`src/rtl/mant_add_pkg.sv`:
```
package mant_add_pkg;
  parameter int MANT_W  = 64;
  parameter int GUARD_W = 8;
  parameter int WORD_W  = 32;
  parameter int EXP_W   = 15;

  typedef struct packed {
    logic [MANT_W-1:0]  mant;
    logic [GUARD_W-1:0] guard;
    logic [EXP_W-1:0]   exp;
    logic               ovf;
    logic               inx;
  } ext_res_t;
endpackage

```
`src/rtl/mant_seg_add.sv`:
```
module mant_seg_add #(
  parameter int W = 8
) (
  input  logic [W-1:0] a_i,
  input  logic [W-1:0] b_i,
  input  logic         c_i,
  output logic [W-1:0] s_o,
  output logic         c_o
);
  logic [W:0] tot;
  assign tot = {1'b0, a_i} + {1'b0, b_i} + {{W{1'b0}}, c_i};
  assign s_o = tot[W-1:0];
  assign c_o = tot[W];
endmodule

```
`src/rtl/mant_carry_chain.sv`:
```
module mant_carry_chain #(
  parameter int MANT_W  = 64,
  parameter int GUARD_W = 8,
  parameter int WORD_W  = 32
) (
  input  logic [MANT_W-1:0]  a_mant_i,
  input  logic [GUARD_W-1:0] a_guard_i,
  input  logic [MANT_W-1:0]  b_mant_i,
  input  logic [GUARD_W-1:0] b_guard_i,
  output logic [MANT_W-1:0]  sum_mant_o,
  output logic [GUARD_W-1:0] sum_guard_o,
  output logic               carry_o
);
  localparam int N_WORDS = MANT_W / WORD_W;

  logic [N_WORDS:0] cy;

  // guard byte is the lowest link of the chain
  mant_seg_add #(.W(GUARD_W)) u_guard (
    .a_i(a_guard_i), .b_i(b_guard_i), .c_i(1'b0),
    .s_o(sum_guard_o), .c_o(cy[0])
  );

  for (genvar g = 0; g < N_WORDS; g++) begin : g_word
    mant_seg_add #(.W(WORD_W)) u_word (
      .a_i(a_mant_i[g*WORD_W +: WORD_W]),
      .b_i(b_mant_i[g*WORD_W +: WORD_W]),
      .c_i(cy[g]),
      .s_o(sum_mant_o[g*WORD_W +: WORD_W]),
      .c_o(cy[g+1])
    );
  end

  assign carry_o = cy[N_WORDS];
endmodule

```
`src/rtl/mant_renorm.sv`:
```
module mant_renorm
  import mant_add_pkg::*;
(
  input  logic [MANT_W-1:0]  sum_mant_i,
  input  logic [GUARD_W-1:0] sum_guard_i,
  input  logic               carry_i,
  input  logic [EXP_W-1:0]   exp_i,
  output ext_res_t           res_o
);
  localparam logic [EXP_W-1:0] EXP_MAX = '1;
  localparam logic [EXP_W-1:0] EXP_ONE = {{(EXP_W-1){1'b0}}, 1'b1};

  logic [EXP_W-1:0] exp_inc;
  assign exp_inc = exp_i + EXP_ONE;

  always_comb begin
    res_o.mant  = sum_mant_i;
    res_o.guard = sum_guard_i;
    res_o.exp   = exp_i;
    res_o.ovf   = 1'b0;
    res_o.inx   = 1'b0;
    if (carry_i) begin
      if (exp_inc == EXP_MAX) begin
        res_o.mant = '0;
        res_o.exp  = EXP_MAX;
        res_o.ovf  = 1'b1;
        res_o.inx  = |sum_mant_i;
      end else begin
        res_o.mant  = {1'b1, sum_mant_i[MANT_W-1:1]};
        res_o.guard = {sum_mant_i[0], {(GUARD_W-2){1'b0}}, |sum_guard_i};
        res_o.exp   = exp_inc;
      end
    end
  end
endmodule

```
`src/rtl/mant_add_renorm.sv`:
```
module mant_add_renorm
  import mant_add_pkg::*;
(
  input  logic               clk_i,
  input  logic               rst_ni,
  input  logic               start_i,
  input  logic [MANT_W-1:0]  a_mant_i,
  input  logic [GUARD_W-1:0] a_guard_i,
  input  logic [MANT_W-1:0]  b_mant_i,
  input  logic [GUARD_W-1:0] b_guard_i,
  input  logic [EXP_W-1:0]   exp_i,
  output logic [MANT_W-1:0]  mant_o,
  output logic [GUARD_W-1:0] guard_o,
  output logic [EXP_W-1:0]   exp_o,
  output logic               ovf_o,
  output logic               inx_o,
  output logic               done_o
);
  logic [MANT_W-1:0]  sum_mant;
  logic [GUARD_W-1:0] sum_guard;
  logic               carry;
  ext_res_t           nxt, res_q;
  logic               done_q;

  mant_carry_chain #(.MANT_W(MANT_W), .GUARD_W(GUARD_W), .WORD_W(WORD_W)) u_chain (
    .a_mant_i(a_mant_i), .a_guard_i(a_guard_i),
    .b_mant_i(b_mant_i), .b_guard_i(b_guard_i),
    .sum_mant_o(sum_mant), .sum_guard_o(sum_guard), .carry_o(carry)
  );

  mant_renorm u_renorm (
    .sum_mant_i(sum_mant), .sum_guard_i(sum_guard), .carry_i(carry),
    .exp_i(exp_i), .res_o(nxt)
  );

  always_ff @(posedge clk_i or negedge rst_ni) begin
    if (!rst_ni) begin
      res_q  <= '0;
      done_q <= 1'b0;
    end else begin
      done_q <= start_i;
      if (start_i) res_q <= nxt;
    end
  end

  assign mant_o  = res_q.mant;
  assign guard_o = res_q.guard;
  assign exp_o   = res_q.exp;
  assign ovf_o   = res_q.ovf;
  assign inx_o   = res_q.inx;
  assign done_o  = done_q;

  assert_done_follows_start_R1: assert property (@(posedge clk_i) disable iff (!rst_ni)
    start_i |=> done_o);
  assert_done_needs_start_R1: assert property (@(posedge clk_i) disable iff (!rst_ni)
    !start_i |=> !done_o);
  assert_hold_when_idle_R1: assert property (@(posedge clk_i) disable iff (!rst_ni)
    !start_i |=> ($stable(mant_o) && $stable(exp_o) && $stable(guard_o)));
  assert_renorm_top_bit_R4: assert property (@(posedge clk_i) disable iff (!rst_ni)
    (done_o && !ovf_o && exp_o != $past(exp_i)) |-> mant_o[MANT_W-1]);
  assert_ovf_saturates_R6: assert property (@(posedge clk_i) disable iff (!rst_ni)
    ovf_o |-> (mant_o == '0 && exp_o == '1));
  assert_inx_needs_ovf_R7: assert property (@(posedge clk_i) disable iff (!rst_ni)
    inx_o |-> ovf_o);
endmodule

```
`config.mk`:
```
export PLATFORM = sky130hd
export DESIGN_NAME = mant_add_renorm
export DESIGN_NICKNAME = d
export VERILOG_FILES = /design/src/rtl/mant_add_pkg.sv /design/src/rtl/mant_seg_add.sv /design/src/rtl/mant_carry_chain.sv /design/src/rtl/mant_renorm.sv /design/src/rtl/mant_add_renorm.sv
export SDC_FILE = /design/constraint.sdc
export NUM_CORES = 1
export LEC_CHECK = 0
export ABC_CLOCK_PERIOD_IN_PS = 5500
export BUFFER_PORTS_ARGS = -buffer_cell sky130_fd_sc_hd__buf_4
export CAP_MARGIN = 10
export CORE_MARGIN = 2
export CORE_UTILIZATION = 35
export DETAILED_ROUTE_END_ITERATION = 10
export GPL_TIMING_DRIVEN = 0
export HOLD_SLACK_MARGIN = 0.06
export PLACE_DENSITY = 0.55
export SETUP_SLACK_MARGIN = 0.4
export SKIP_CTS_REPAIR_TIMING = 1
export SKIP_LAST_GASP = 1
export SYNTH_ARGS = -nofsm -noshare
export SYNTH_HDL_FRONTEND = slang
export SYNTH_SLANG_ARGS = --single-unit
```
`constraint.sdc`:
```
create_clock -name clk_i -period 5.5 [get_ports clk_i]
set_input_delay 0.825 -clock clk_i [delete_from_list [all_inputs] [get_ports clk_i]]
set_output_delay 0.825 -clock clk_i [all_outputs]
set_load 0.1 [all_outputs]
```
# Word-level counts from Yosys, hierarchy flattened
# Cells that the tools add are included.
[word_totals] ff_bits=90 latch_bits=0 mem_bits_rw=0 romBits=0 in_bits=162 out_inout_bits=90 elab_cells=20 memories=0
[classes] add_sub_neg=6 multipliers=0 div_mod_pow=0 order_cmp=0 n_eq_ne=1 n_shift=0 muxes=5 bitwise=0 reduce_logical=2
[ops] op="$mux W89" n=1
[ops] op="$add A32 B32 Y33" n=2
[ops] op="$add A33 B1 Y33" n=2
[ops] op="$mux W64" n=1
[ops] op="$reduce_or A64 Y1" n=1
[ops] op="$add A15 B1 Y15 const B" n=1
[ops] op="$eq A15 B15 Y1 const B" n=1
[ops] op="$mux W15" n=1
[ops] op="$add A8 B8 Y9" n=1
[ops] op="$mux W8" n=1
[ops] op="$reduce_or A8 Y1" n=1
[ops] op="$mux W2" n=1

# Depth between registers and ports, before layout
# Gate-level depths: netlist of the first run.
[logic_depth] ltp_word=6 ltp_mapped=37 depth_no_buf=36

# By module
# A second synthesis of the first run with hierarchy kept.
[unflattened] cells_unflattened=897 area_unflattened_um2=8550.7
[by_module_without_submodules] module="mant_add_renorm" n_inst=1 cells_each=189 area_per_inst_um2=3360.7 seq_area_each_um2=2252.2
[by_module_without_submodules] module="mant_seg_add (u_chain.g_word[0].u_word)" n_inst=1 cells_each=259 area_per_inst_um2=1854.3 seq_area_each_um2=0.0
[by_module_without_submodules] module="mant_seg_add (u_chain.g_word[1].u_word)" n_inst=1 cells_each=237 area_per_inst_um2=1714.1 seq_area_each_um2=0.0
[by_module_without_submodules] module="mant_renorm" n_inst=1 cells_each=173 area_per_inst_um2=1305.0 seq_area_each_um2=0.0
[by_module_without_submodules] module="mant_seg_add (u_chain.u_guard)" n_inst=1 cells_each=38 area_per_inst_um2=312.8 seq_area_each_um2=0.0
[by_module_without_submodules] module="mant_carry_chain" n_inst=1 cells_each=1 area_per_inst_um2=3.8 seq_area_each_um2=0.0

# Least setup slack after synthesis of the first run
# Ideal clock, no wire load.
[synth_timing] kind="in2reg" from="input a_guard_i[0]" to="register res_q, in the netlist inx_o" setup_time_ns=0.135 arrival_ns=7.648 required_time_ns=5.365 path_slack_ns=-2.283 stages=36 path_buffers=0 path_cell_list="ha_1 > inv_1 > fa_1 > inv_1 > a21oi_1 > o21ai_0 > a21o_1 > a21o_1 > a21o_1 > a21oi_1 > fa_1 > inv_1 > fa_1 > a211oi_1 > o21ai_1 > and3_1 > o21ai_1 > a21oi_1 > o31a_1 > o21ai_1 > a21boi_0 > o21ai_0 > nand2b_1 > fa_1 > fa_1 > a21o_1 > a22o_1 > o31a_1 > a21oi_2 > o221ai_2 > a221oi_2 > xnor2_1 > nor3b_2 > or4b_1 > nor4_1 > a31oi_1"
[synth_between] elab_chain_cells=6
[synth_rtl] item="from (decl)" line="mant_add_renorm.sv:8" rtl="input logic [GUARD_W-1:0] a_guard_i,"
[synth_rtl] item="$add A8 B8 Y9 (*)" line="mant_seg_add.sv:11" rtl="assign tot = {1'b0, a_i} + {1'b0, b_i} + {{W{1'b0}}, c_i};"
[synth_rtl] item="$add A33 B1 Y33 (*)" line="mant_seg_add.sv:11"
[synth_rtl] item="$add A33 B1 Y33" line="mant_seg_add.sv:11"
[synth_rtl] item="$reduce_or A64 Y1" line="mant_renorm.sv:27" rtl="res_o.inx = |sum_mant_i;"
[synth_rtl] item="$mux W2" line="mant_renorm.sv:23" rtl="if (exp_inc == EXP_MAX) begin"
[synth_rtl] item="$mux W89 (*)" line="mant_renorm.sv:22" rtl="if (carry_i) begin"
[synth_rtl] item="to (signal assigned)" line="mant_add_renorm.sv:42" rtl="if (start_i) res_q <= nxt;"
[synth_rtl] item="to (decl)" line="mant_add_renorm.sv:22" rtl="ext_res_t nxt, res_q;"
# Every way passes the cells marked *; elsewhere a longest branch is shown, timed or not.
# A chain may end at the register's enable or synchronous reset.

# Worst setup path in the final report of the first run
# Ends and elaborated chain as after synthesis.

==> results of run 1 <==
-- power breakdown --
part | switching, mW | internal (mW)
Sequential | 0.0844 | 0.785
Clock | 0.275 | 0.394
Combinational | 1.77 | 0.762
-- worst max path at each step --
stage | startpoint | to | cells after the start | slack (ps)
3_5_place_dp | a_guard_i[0] | inx_o$_DFFE_PN0P_ | 37 | -3090
3_3_place_gp | a_guard_i[0] | inx_o$_DFFE_PN0P_ | 37 | -2980
4_1_cts | a_guard_i[0] | inx_o$_DFFE_PN0P_ | 37 | -2730
5_1_grt | a_guard_i[0] | inx_o$_DFFE_PN0P_ | 38 | -2540
6_report | a_guard_i[0] | inx_o$_DFFE_PN0P_ | 38 | -2190
2_1_floorplan | a_guard_i[0] | inx_o$_DFFE_PN0P_ | 36 | -1870
-- flip-flops by register name (all words and copies together) (netlist names) --
signal,count
done_o,1
inx_o,1
guard_o,8
ovf_o,1
mant_o,64
exp_o,15
-- area by class of cell --
type	count	area [sq um]
Buffer	57	467
Multi-Input combinational cell	868	6380
Tap cell	313	392
Fill cell	2143	10400
Timing Repair Buffer	290	2480
Sequential cell	90	2250
Inverter	38	143
Clock inverter	6	82.6
Clock buffer	9	225
-- per-layer routing --
metal | routed length [um] | vias to the layer above
met5 | 0 | -
met4 | 794 | 0
met3 | 2440 | 46
met2 | 14600 | 351
met1 | 14100 | 4380
li1 | - | 4438
-- cells by family after synthesis --
group	count (synthesis)	share of synthesized area
xor gates and xnor gates	73	0.0782
adders and majority gates	77	0.122
buffers and inverters	95	0.0493
AOI/OAI and AO/OA	345	0.258
and+or+nand+nor	368	0.210
DFF	90	0.276
muxes	5	0.00673
-- worst max-delay path: cells and delay by family --
kind | cells | cell delay (ps)
AO/OA/AOI/OAI | 21 | 3560
AND/OR/NAND/NOR | 5 | 1330
adder cells (fa/ha/maj) | 5 | 1300
XOR/XNOR | 1 | 410
buffers and inverters | 6 | 480
-- per-stage QoR --
| step | setup slack [ps] | cells | util | hold slack [ps] |
|---|---|---|---|---|
| 3_5_place_dp | -3090 | 1613 | 0.472 | 472 |
| 5_1_grt | -2540 | 1671 | 0.545 | 382 |
| 3_3_place_gp | -2980 | 1613 | 0.472 | 464 |
| 2_1_floorplan | -1870 | 1053 | - | 529 |
| 6_report | -2190 | 1671 | 0.545 | 358 |
| 4_1_cts | -2730 | 1628 | 0.486 | 487 |
-- cell usage after synthesis (5+ instances only) --
library cell,count
a211oi_1,5
a21o_1,26
a21oi_1,136
a31oi_1,45
and2_1,5
and3_1,11
clkbuf_1,45
dfrtp_1,90
fa_1,5
ha_1,72
inv_1,38
nand2_1,83
nand3_1,39
nand4_1,19
nor2_1,137
nor3_1,31
nor3b_1,6
nor4_1,8
o211ai_1,6
o21a_1,7
o21ai_0,45
o21ai_1,15
o221ai_1,7
o22ai_1,5
xnor2_1,38
xor2_1,35
==> results_dict.tcl, run 1 <==
set metrics [dict create \
    core_area_sq_um 22800 \
    vias 9215 \
    layout-drive-gt1-share 0.344 \
    place_area_sq_um 10800 \
    design_area_sq_um 12400 \
    gp_congestion 0.875 \
    post-route-period-util 1.40 \
    grt_pass1_vias 8464 \
    busiest_layer "met2" \
    reg2reg_depth 10 \
    worst_r2r_startpoint "inx_o$_DFFE_PN0P_" \
    wl_per_cell_um 19.1 \
    dieWidth_um 157 \
    fmax_ghz 0.130 \
    hp-class "input pin to async pin" \
    syn2layout_area_growth_pct 52.0 \
    synth_area_sq_um 8170 \
    yosysTopAreaCell "dfrtp_1" \
    clk_latency_ps 350 \
    finalClockSkew_ps 0 \
    final_common_cell "buf_4" \
    crit_arrival_ps 7900 \
    drcViolationCount 0 \
    first_iter_violations 634 \
    slowest_delay_ps 560 \
    grtUsageMet2 0.381 \
    period_minus_slack_ps 7690 \
    critPathKind "input pin to flop" \
    tritoncts "yes" \
    seq_area_frac_synth 0.276 \
    initial_core_util 0.359 \
    cp_max_fo 4 \
    yosys_warnings 0 \
    setup_viol 89 \
    use_met1 0.337 \
    clock_sinks 90 \
    maxCapViolCount 0 \
    fin_ws_ps -2190 \
    hold_viol_final 0 \
    grt.met3_usage 0.0438 \
    r2r_slack_ps 2710 \
    fin_nets 1593 \
    antenna_found_initial 0 \
    slew_violations 0 \
    p_total_mw 4.07 \
    cts_htree_levels 3 \
    dominantRegCellSynth "dfrtp_1" \
    antenna_left 0 \
    clockBufferDepth 2 \
    required_ps 5710 \
    dr.pass1.iters 5 \
    slowest_stage "or4b_4" \
    io_pins 252 \
    syn_inst 1053 \
    max_slew_margin 0.192 \
    dp_hpwl_um 24100 \
    antenna_cells 0 \
    rsz0062_at_grt "yes" \
    peakVddDrop_uv 186 \
    yosys-top-cells-area "dfrtp_1 (28%), ha_1 (11%), a21oi_1 (8.3%)" \
    synth_edf_count 0 \
    p_leak_nw 5.43 \
    layout.cells.most_common_list "buf_4 (259), nor2_1 (120), a21oi_1 (100), dfrtp_1 (90), nand2_1 (81)" \
    async_flop_share 1.00 \
    grt_usage 0.240 \
    ys_ff_latch 90 \
    rows 55 \
    violations "negative setup slack" \
    die_h_um 157 \
    finalSetupTns_ps -144710 \
    outcome "complete, but fails checks" \
    rr_endpoint "inx_o$_DFFE_PN0P_" \
    path_clk_slew_ps 70 \
    overflow 0 \
    ys_types 74 \
    start_kind "input pin" \
    viasPerCell 5.51 \
    port_buffers 247 \
    fp.dieArea_sq_um 24600 \
    grt_pass1_wl_um 46300 \
    synth.top_cell.area_share 0.276 \
    grt_max_degree 91 \
    end_kind "flop" \
    cts_buffers 9 \
    cts_root_buffer "clkbuf_16" \
    wl_um 32000 \
    tightest_slew_ps 1210 \
    synthesis.nets 1292 \
    power_density_nw_per_um2 328 \
    syn_area_per_cell_sq_um 7.76 \
]
(Power assumes the default switching activity.)
==> run 2: changes to the inputs <==
--- a/config.mk
+++ b/config.mk
@@ -13,10 +13,13 @@
 export DETAILED_ROUTE_END_ITERATION = 10
 export GPL_TIMING_DRIVEN = 0
 export HOLD_SLACK_MARGIN = 0.06
+export MAX_ROUTING_LAYER = met4
 export PLACE_DENSITY = 0.55
 export SETUP_SLACK_MARGIN = 0.4
 export SKIP_CTS_REPAIR_TIMING = 1
 export SKIP_LAST_GASP = 1
+export SLEW_MARGIN = 30
 export SYNTH_ARGS = -nofsm -noshare
 export SYNTH_HDL_FRONTEND = slang
+export SYNTH_HIERARCHICAL = 1
 export SYNTH_SLANG_ARGS = --single-unit
==> results_dict.tcl, run 2 <==
set metrics [dict create \
    outcome "complete, but fails checks" \
    violations "negative setup slack" \
    clock_sinks 90 \
    grt_usage 0.202 \
    dominantRegCellSynth "dfrtp_1" \
    yosys.area_share.simple 0.137 \
    synth_edf_count 0 \
    grt.met3_usage 0.0390 \
    start_kind "input pin" \
    syn_area_per_cell_sq_um 9.53 \
    clkPwrFrac 0.134 \
    layout-drive-gt1-share 0.397 \
    seq_power_share 0.209 \
    viasPerCell 5.39 \
    fmax_ghz 0.132 \
    grt_max_degree 91 \
    port_buffers 250 \
    period_minus_slack_ps 7550 \
    grtUsageMet2 0.319 \
    yosysTopAreaCell "dfrtp_1" \
    timing.hold.ws_ps 509 \
    setup_viol 89 \
    clockBufferDepth 2 \
    yosys-top-cells-area "dfrtp_1 (26%), mux2_2 (10%), ha_1 (10%)" \
    maxCapViolCount 0 \
    synth_most_common_cell "dfrtp_1" \
    layout.cells.most_common_list "buf_4 (272), dfrtp_1 (90), ha_1 (71), a21oi_1 (69), a22o_1 (63)" \
    path_clk_slew_ps 70 \
    seq_area_frac_synth 0.263 \
    fin_ws_ps -2050 \
    design_area_sq_um 11800 \
    finalClockSkew_ps 0 \
    required_ps 5740 \
    crit_arrival_ps 7790 \
    wl_um 26800 \
    rows 57 \
    ys_ff_latch 90 \
    antenna_found_initial 0 \
    synth.area.mux_share 0.125 \
    use_met1 0.276 \
    peakVddDrop_uv 421 \
    switching_share 0.549 \
    slowest_stage "fa_2" \
    cts_buffers 9 \
    fin_nets 1426 \
    dp_hpwl_um 20900 \
    antenna_left 0 \
    gp_congestion 0.900 \
    wl_per_cell_um 17.7 \
    tritoncts "yes" \
    synth_fa_ha_area_frac 0.118 \
    drcViolationCount 0 \
    synth_compound_area_frac 0.246 \
    p_total_mw 4.61 \
    critPathKind "input pin to flop" \
    synthesis.nets 1136 \
    power_switching_mw 2.53 \
    ys_types 86 \
    end_kind "flop" \
    hp-class "flop to flop" \
    grt_pass1_wl_um 40700 \
    post-route-period-util 1.37 \
    dieWidth_um 160 \
    synth_common_cells "dfrtp_1 (90), mux2_2 (79), a21oi_1 (71), ha_1 (71), a22o_1 (63)" \
    clk_latency_ps 360 \
    synth_xor_area_frac 0.0737 \
    cp_max_fo 7 \
    syn2layout_area_growth_pct 38.4 \
    synth.top_cell.area_share 0.263 \
    slowest_delay_ps 390 \
    io_pins 252 \
    antenna_cells 0 \
    synth_area_sq_um 8550 \
    place_area_sq_um 10900 \
    tightest_slew_ps 1240 \
    largest_reg_flops 64 \
    overflow 0 \
    final_common_cell "buf_4" \
    dpl_worst_slack_ps -3050 \
    cp_common_cell "fa_2" \
    cts_htree_levels 3 \
    fp.dieArea_sq_um 25700 \
    grt_pass1_vias 7706 \
    async_flop_share 1.00 \
    slew_violations 0 \
    vias 8168 \
    dr.pass1.iters 6 \
    synth_top_family_by_area "compound AO/OA/AOI/OAI gates" \
    max_slew_margin 0.169 \
    fin_util 0.489 \
    yosys_warnings 6 \
    cts_root_buffer "clkbuf_16" \
    core_area_sq_um 24200 \
    busiest_layer "met2" \
    power_frac_comb 0.656 \
    intPower_mw 2.08 \
    die_h_um 160 \
    hold_viol_final 0 \
    p_leak_nw 5.53 \
    power_density_nw_per_um2 389 \
    initial_core_util 0.354 \
    rsz0062_at_grt "yes" \
    first_iter_violations 376 \
    syn_inst 897 \
]
==> run 2: cell families after synthesis <==
logic type      after synthesis
mux                          91
fa+ha+maj                    77
compound gates              287
flops                        90
buf+inv                      52
simple gates                227
xor+xnor                     72
other cells                   1
==> run 2: path summary, 6_finish.rpt <==
kind	startpoint	slack (ps)	endpoint	cells past startpoint
setup / recovery	b_guard_i[0]	-2050	mant_o[58]$_DFFE_PN0P_	31
hold / removal	exp_o[8]$_DFFE_PN0P_	510	exp_o[8]$_DFFE_PN0P_	1
setup reg to reg	mant_o[49]$_DFFE_PN0P_	4690	mant_o[49]$_DFFE_PN0P_	1
hold reg to reg	exp_o[8]$_DFFE_PN0P_	510	exp_o[8]$_DFFE_PN0P_	1
max in group asynchronous	rst_ni	4370	mant_o[16]$_DFFE_PN0P_	1
min in group asynchronous	rst_ni	550	exp_o[4]$_DFFE_PN0P_	1
==> run 2: power by group through the flow <==
stage	combinational (mW)	sequential, mW	clock (mW)
global route	3.17	0.989	0.663
global placement	2.87	0.974	0
CTS	2.88	0.964	0.636
floorplan	0.862	2.28	0
detailed placement	2.88	0.973	0
finish	3.02	0.964	0.618
==> run 2: final cells by class <==
| class | instances | area (sq um) |
|---|---|---|
| fill | 2350 | 12300 |
| multi-input combinational | 757 | 6440 |
| sequential | 90 | 2250 |
| timing repair buffer | 277 | 2110 |
| tap | 324 | 405 |
| buffer | 35 | 263 |
| clock buffer | 9 | 225 |
| clock inverter | 7 | 68.8 |
| inverter | 17 | 66.3 |
==> run 2: layer usage <==
metal	share of wire	wire length, um	up-vias
met3	0.053	1410	11
met2	0.46	12400	200
li1	-	-	4021
met1	0.48	12800	3936
met4	0.0049	130	0
met5	0	0	-
==> run 2: metrics by stage <==
stage | cells | setup TNS [ps]
floorplan | 897 | -147960
global placement | 1471 | -236420
detailed placement | 1471 | -238530
CTS | 1487 | -206780
global route | 1516 | -190910
finish | 1516 | -171450
==> run 2: worst max-delay path: cells and delay by family <==
family / cells / cell delay [ps]
compound gates: 19 / 3730
fa+ha+maj: 6 / 2230
buf+inv: 3 / 510
mux: 1 / 250
simple gates: 2 / 230
==> run 3: changes to the inputs <==
--- a/config.mk
+++ b/config.mk
@@ -5,6 +5,7 @@
 export SDC_FILE = /design/constraint.sdc
 export NUM_CORES = 1
 export LEC_CHECK = 0
+export ABC_AREA = 1
 export ABC_CLOCK_PERIOD_IN_PS = 5500
 export BUFFER_PORTS_ARGS = -buffer_cell sky130_fd_sc_hd__buf_4
 export CAP_MARGIN = 10
@@ -14,7 +15,7 @@
 export GPL_TIMING_DRIVEN = 0
 export HOLD_SLACK_MARGIN = 0.06
 export MAX_ROUTING_LAYER = met4
-export PLACE_DENSITY = 0.55
+export PLACE_DENSITY = 0.53
 export SETUP_SLACK_MARGIN = 0.4
 export SKIP_CTS_REPAIR_TIMING = 1
 export SKIP_LAST_GASP = 1
==> results_dict.tcl, run 3 <==
set metrics [dict create \
    hp-class "input pin to async pin" \
    ys_types 33 \
    wl_per_cell_um 13.6 \
    fp.dieArea_sq_um 31400 \
    syn_area_per_cell_sq_um 5.69 \
    seq_power_share 0.214 \
    crit_arrival_ps 6310 \
    drcViolationCount 0 \
    synth_common_cells "nand2_1 (953), inv_1 (269), nor2_1 (97), nand3_1 (95), dfrtp_1 (90)" \
    switching_share 0.551 \
    power_density_nw_per_um2 287 \
    yosys-top-cells-area "nand2_1 (34%), dfrtp_1 (21%), inv_1 (9.6%)" \
    dominantRegCellSynth "dfrtp_1" \
    rows 63 \
    dr.pass1.iters 7 \
    layout.cells.most_common_list "nand2_1 (924), inv_1 (268), buf_4 (267), dfrtp_1 (90), nor2_1 (90)" \
    synth.top_cell.area_share 0.341 \
    io_pins 252 \
    violations "negative setup slack" \
    syn_inst 1845 \
    maxCapViolCount 0 \
    layout-drive-gt1-share 0.224 \
    place_area_sq_um 13200 \
    clockBufferDepth 2 \
    grt_pass1_wl_um 54300 \
    clock_sinks 90 \
    seq_area_frac_synth 0.215 \
    dieWidth_um 177 \
    finalClockSkew_ps 0 \
    antenna_left 0 \
    design_area_sq_um 14200 \
    power_frac_comb 0.627 \
    hold_viol_final 0 \
    synth_edf_count 0 \
    fin_nets 2375 \
    wl_um 34300 \
    outcome "complete, but fails checks" \
    end_kind "flop" \
    slowest_stage "fa_2" \
    viasPerCell 4.66 \
    die_h_um 177 \
    syn2layout_area_growth_pct 35.3 \
    p_leak_nw 8.61 \
    cts_buffers 9 \
    grt_usage 0.221 \
    start_kind "input pin" \
    rsz0062_at_grt "yes" \
    fmax_ghz 0.165 \
    cts_htree_levels 3 \
    grt_pass1_vias 11000 \
    tritoncts "yes" \
    critPathKind "input pin to flop" \
    initial_core_util 0.355 \
    nFillCells 3254 \
    port_buffers 250 \
    synth_area_sq_um 10500 \
    intPower_mw 1.83 \
    antenna_found_initial 0 \
    fin_util 0.480 \
    stdcell_count 2531 \
    final_common_cell "nand2_1" \
    antenna_cells 0 \
    core_area_sq_um 29600 \
    slew_violations 0 \
    yosys_warnings 6 \
    clkPwrFrac 0.159 \
    synth_most_common_cell "nand2_1" \
    async_flop_share 1.00 \
    yosysTopAreaCell "nand2_1" \
    dpl.cell_count 2485 \
    post-route-period-util 1.10 \
    synthesis.nets 2084 \
    overflow 0 \
    fin_ws_ps -544 \
    largest_reg_flops 64 \
    vias 11800 \
    path_clk_slew_ps 80 \
    peakVddDrop_uv 160 \
    slowest_delay_ps 430 \
    timing.hold.ws_ps 305 \
    cp_max_fo 4 \
    grt_max_degree 91 \
    dp_hpwl_um 28100 \
    required_ps 5760 \
    setup_viol 89 \
    cp_common_cell "nand2_2" \
    cts_root_buffer "clkbuf_16" \
    ys_ff_latch 90 \
    clk_latency_ps 360 \
    gp_congestion 0.905 \
    first_iter_violations 576 \
    power_switching_mw 2.25 \
    period_minus_slack_ps 6040 \
]
## run 3: cell types whose count changed after synthesis, moves of 51 or more
cell     delta
nor2_1     +51
nand2_1   +895
nand3_1    +77
inv_1     +254
mux2_2     -79
a22o_1     -63
## run 3: critical path, delay by kind of cell
| kind | cells | cell delay (ps) |
|---|---|---|
| AND/OR/NAND/NOR | 30 | 2860 |
| adder cells (fa/ha/maj) | 6 | 2400 |
| buffers and inverters | 2 | 220 |
## run 3: routing by layer
layer | GRT usage | share of wire | vias up
li1 | - | - | 6239
met1 | 0.287 | 0.46 | 5250
met2 | 0.373 | 0.48 | 272
met3 | 0.0213 | 0.043 | 31
met4 | 0.0458 | 0.016 | 0
met5 | - | 0 | -
## run 3: power by group through the flow
stage	Combinational, mW	Clock, mW	Sequential [mW]
final	2.55	0.648	0.874
after global routing	2.75	0.698	0.889
after floorplan	0.878	0	1.82
after detailed placement	2.44	0	0.887
after global placement	2.43	0	0.885
after CTS	2.45	0.672	0.875
## run 3: cells by family (layout without fill, tap and decap cells)
logic type,after synthesis,after routing,synth area share
AND/OR/NAND/NOR,1263,1263,0.507
buffers and inverters,315,611,0.121
flip-flops,90,90,0.215
adder cells (fa/ha/maj),77,77,0.0961
AO/OA/AOI/OAI,65,65,0.0319
XOR/XNOR,34,34,0.0284
other,1,1,0.000357
## run 3: metrics by stage
step	power, mW	setup WS [ps]	setup TNS [ps]
after floorplan	2.70	91.3	0
final	4.07	-544	-26080
after global placement	3.32	-1100	-49650
after global routing	4.34	-773	-47580
after detailed placement	3.33	-1120	-50470
after CTS	3.99	-732	-16250
## run 3: area by class of cell
class	instances	area (sq um)	share of cell area
Buffer	44	500	0.0352
Timing Repair inverter	1	16.3	0.00115
Clock buffer	9	225	0.0159
Tap cell	390	488	0.0344
Multi-Input combinational cell	1440	7330	0.516
Sequential cell	90	2250	0.159
Timing Repair Buffer	279	2260	0.159
Inverter	271	1050	0.0742
Clock inverter	7	81.3	0.00573
## run 3: final timing paths
kind / start / endpoint / slack (ps) / cells after the start
setup / recovery: b_guard_i[0] / inx_o$_DFFE_PN0P_ / -540 / 38
hold / removal: rst_ni / mant_o[54]$_DFFE_PN0P_ / 300 / 1
setup reg to reg: mant_o[22]$_DFFE_PN0P_ / mant_o[22]$_DFFE_PN0P_ / 4810 / 2
hold reg to reg: mant_o[17]$_DFFE_PN0P_ / mant_o[17]$_DFFE_PN0P_ / 470 / 2
max in group asynchronous: rst_ni / mant_o[8]$_DFFE_PN0P_ / 4550 / 2
min in group clk_i: mant_o[17]$_DFFE_PN0P_ / mant_o[17]$_DFFE_PN0P_ / 470 / 2
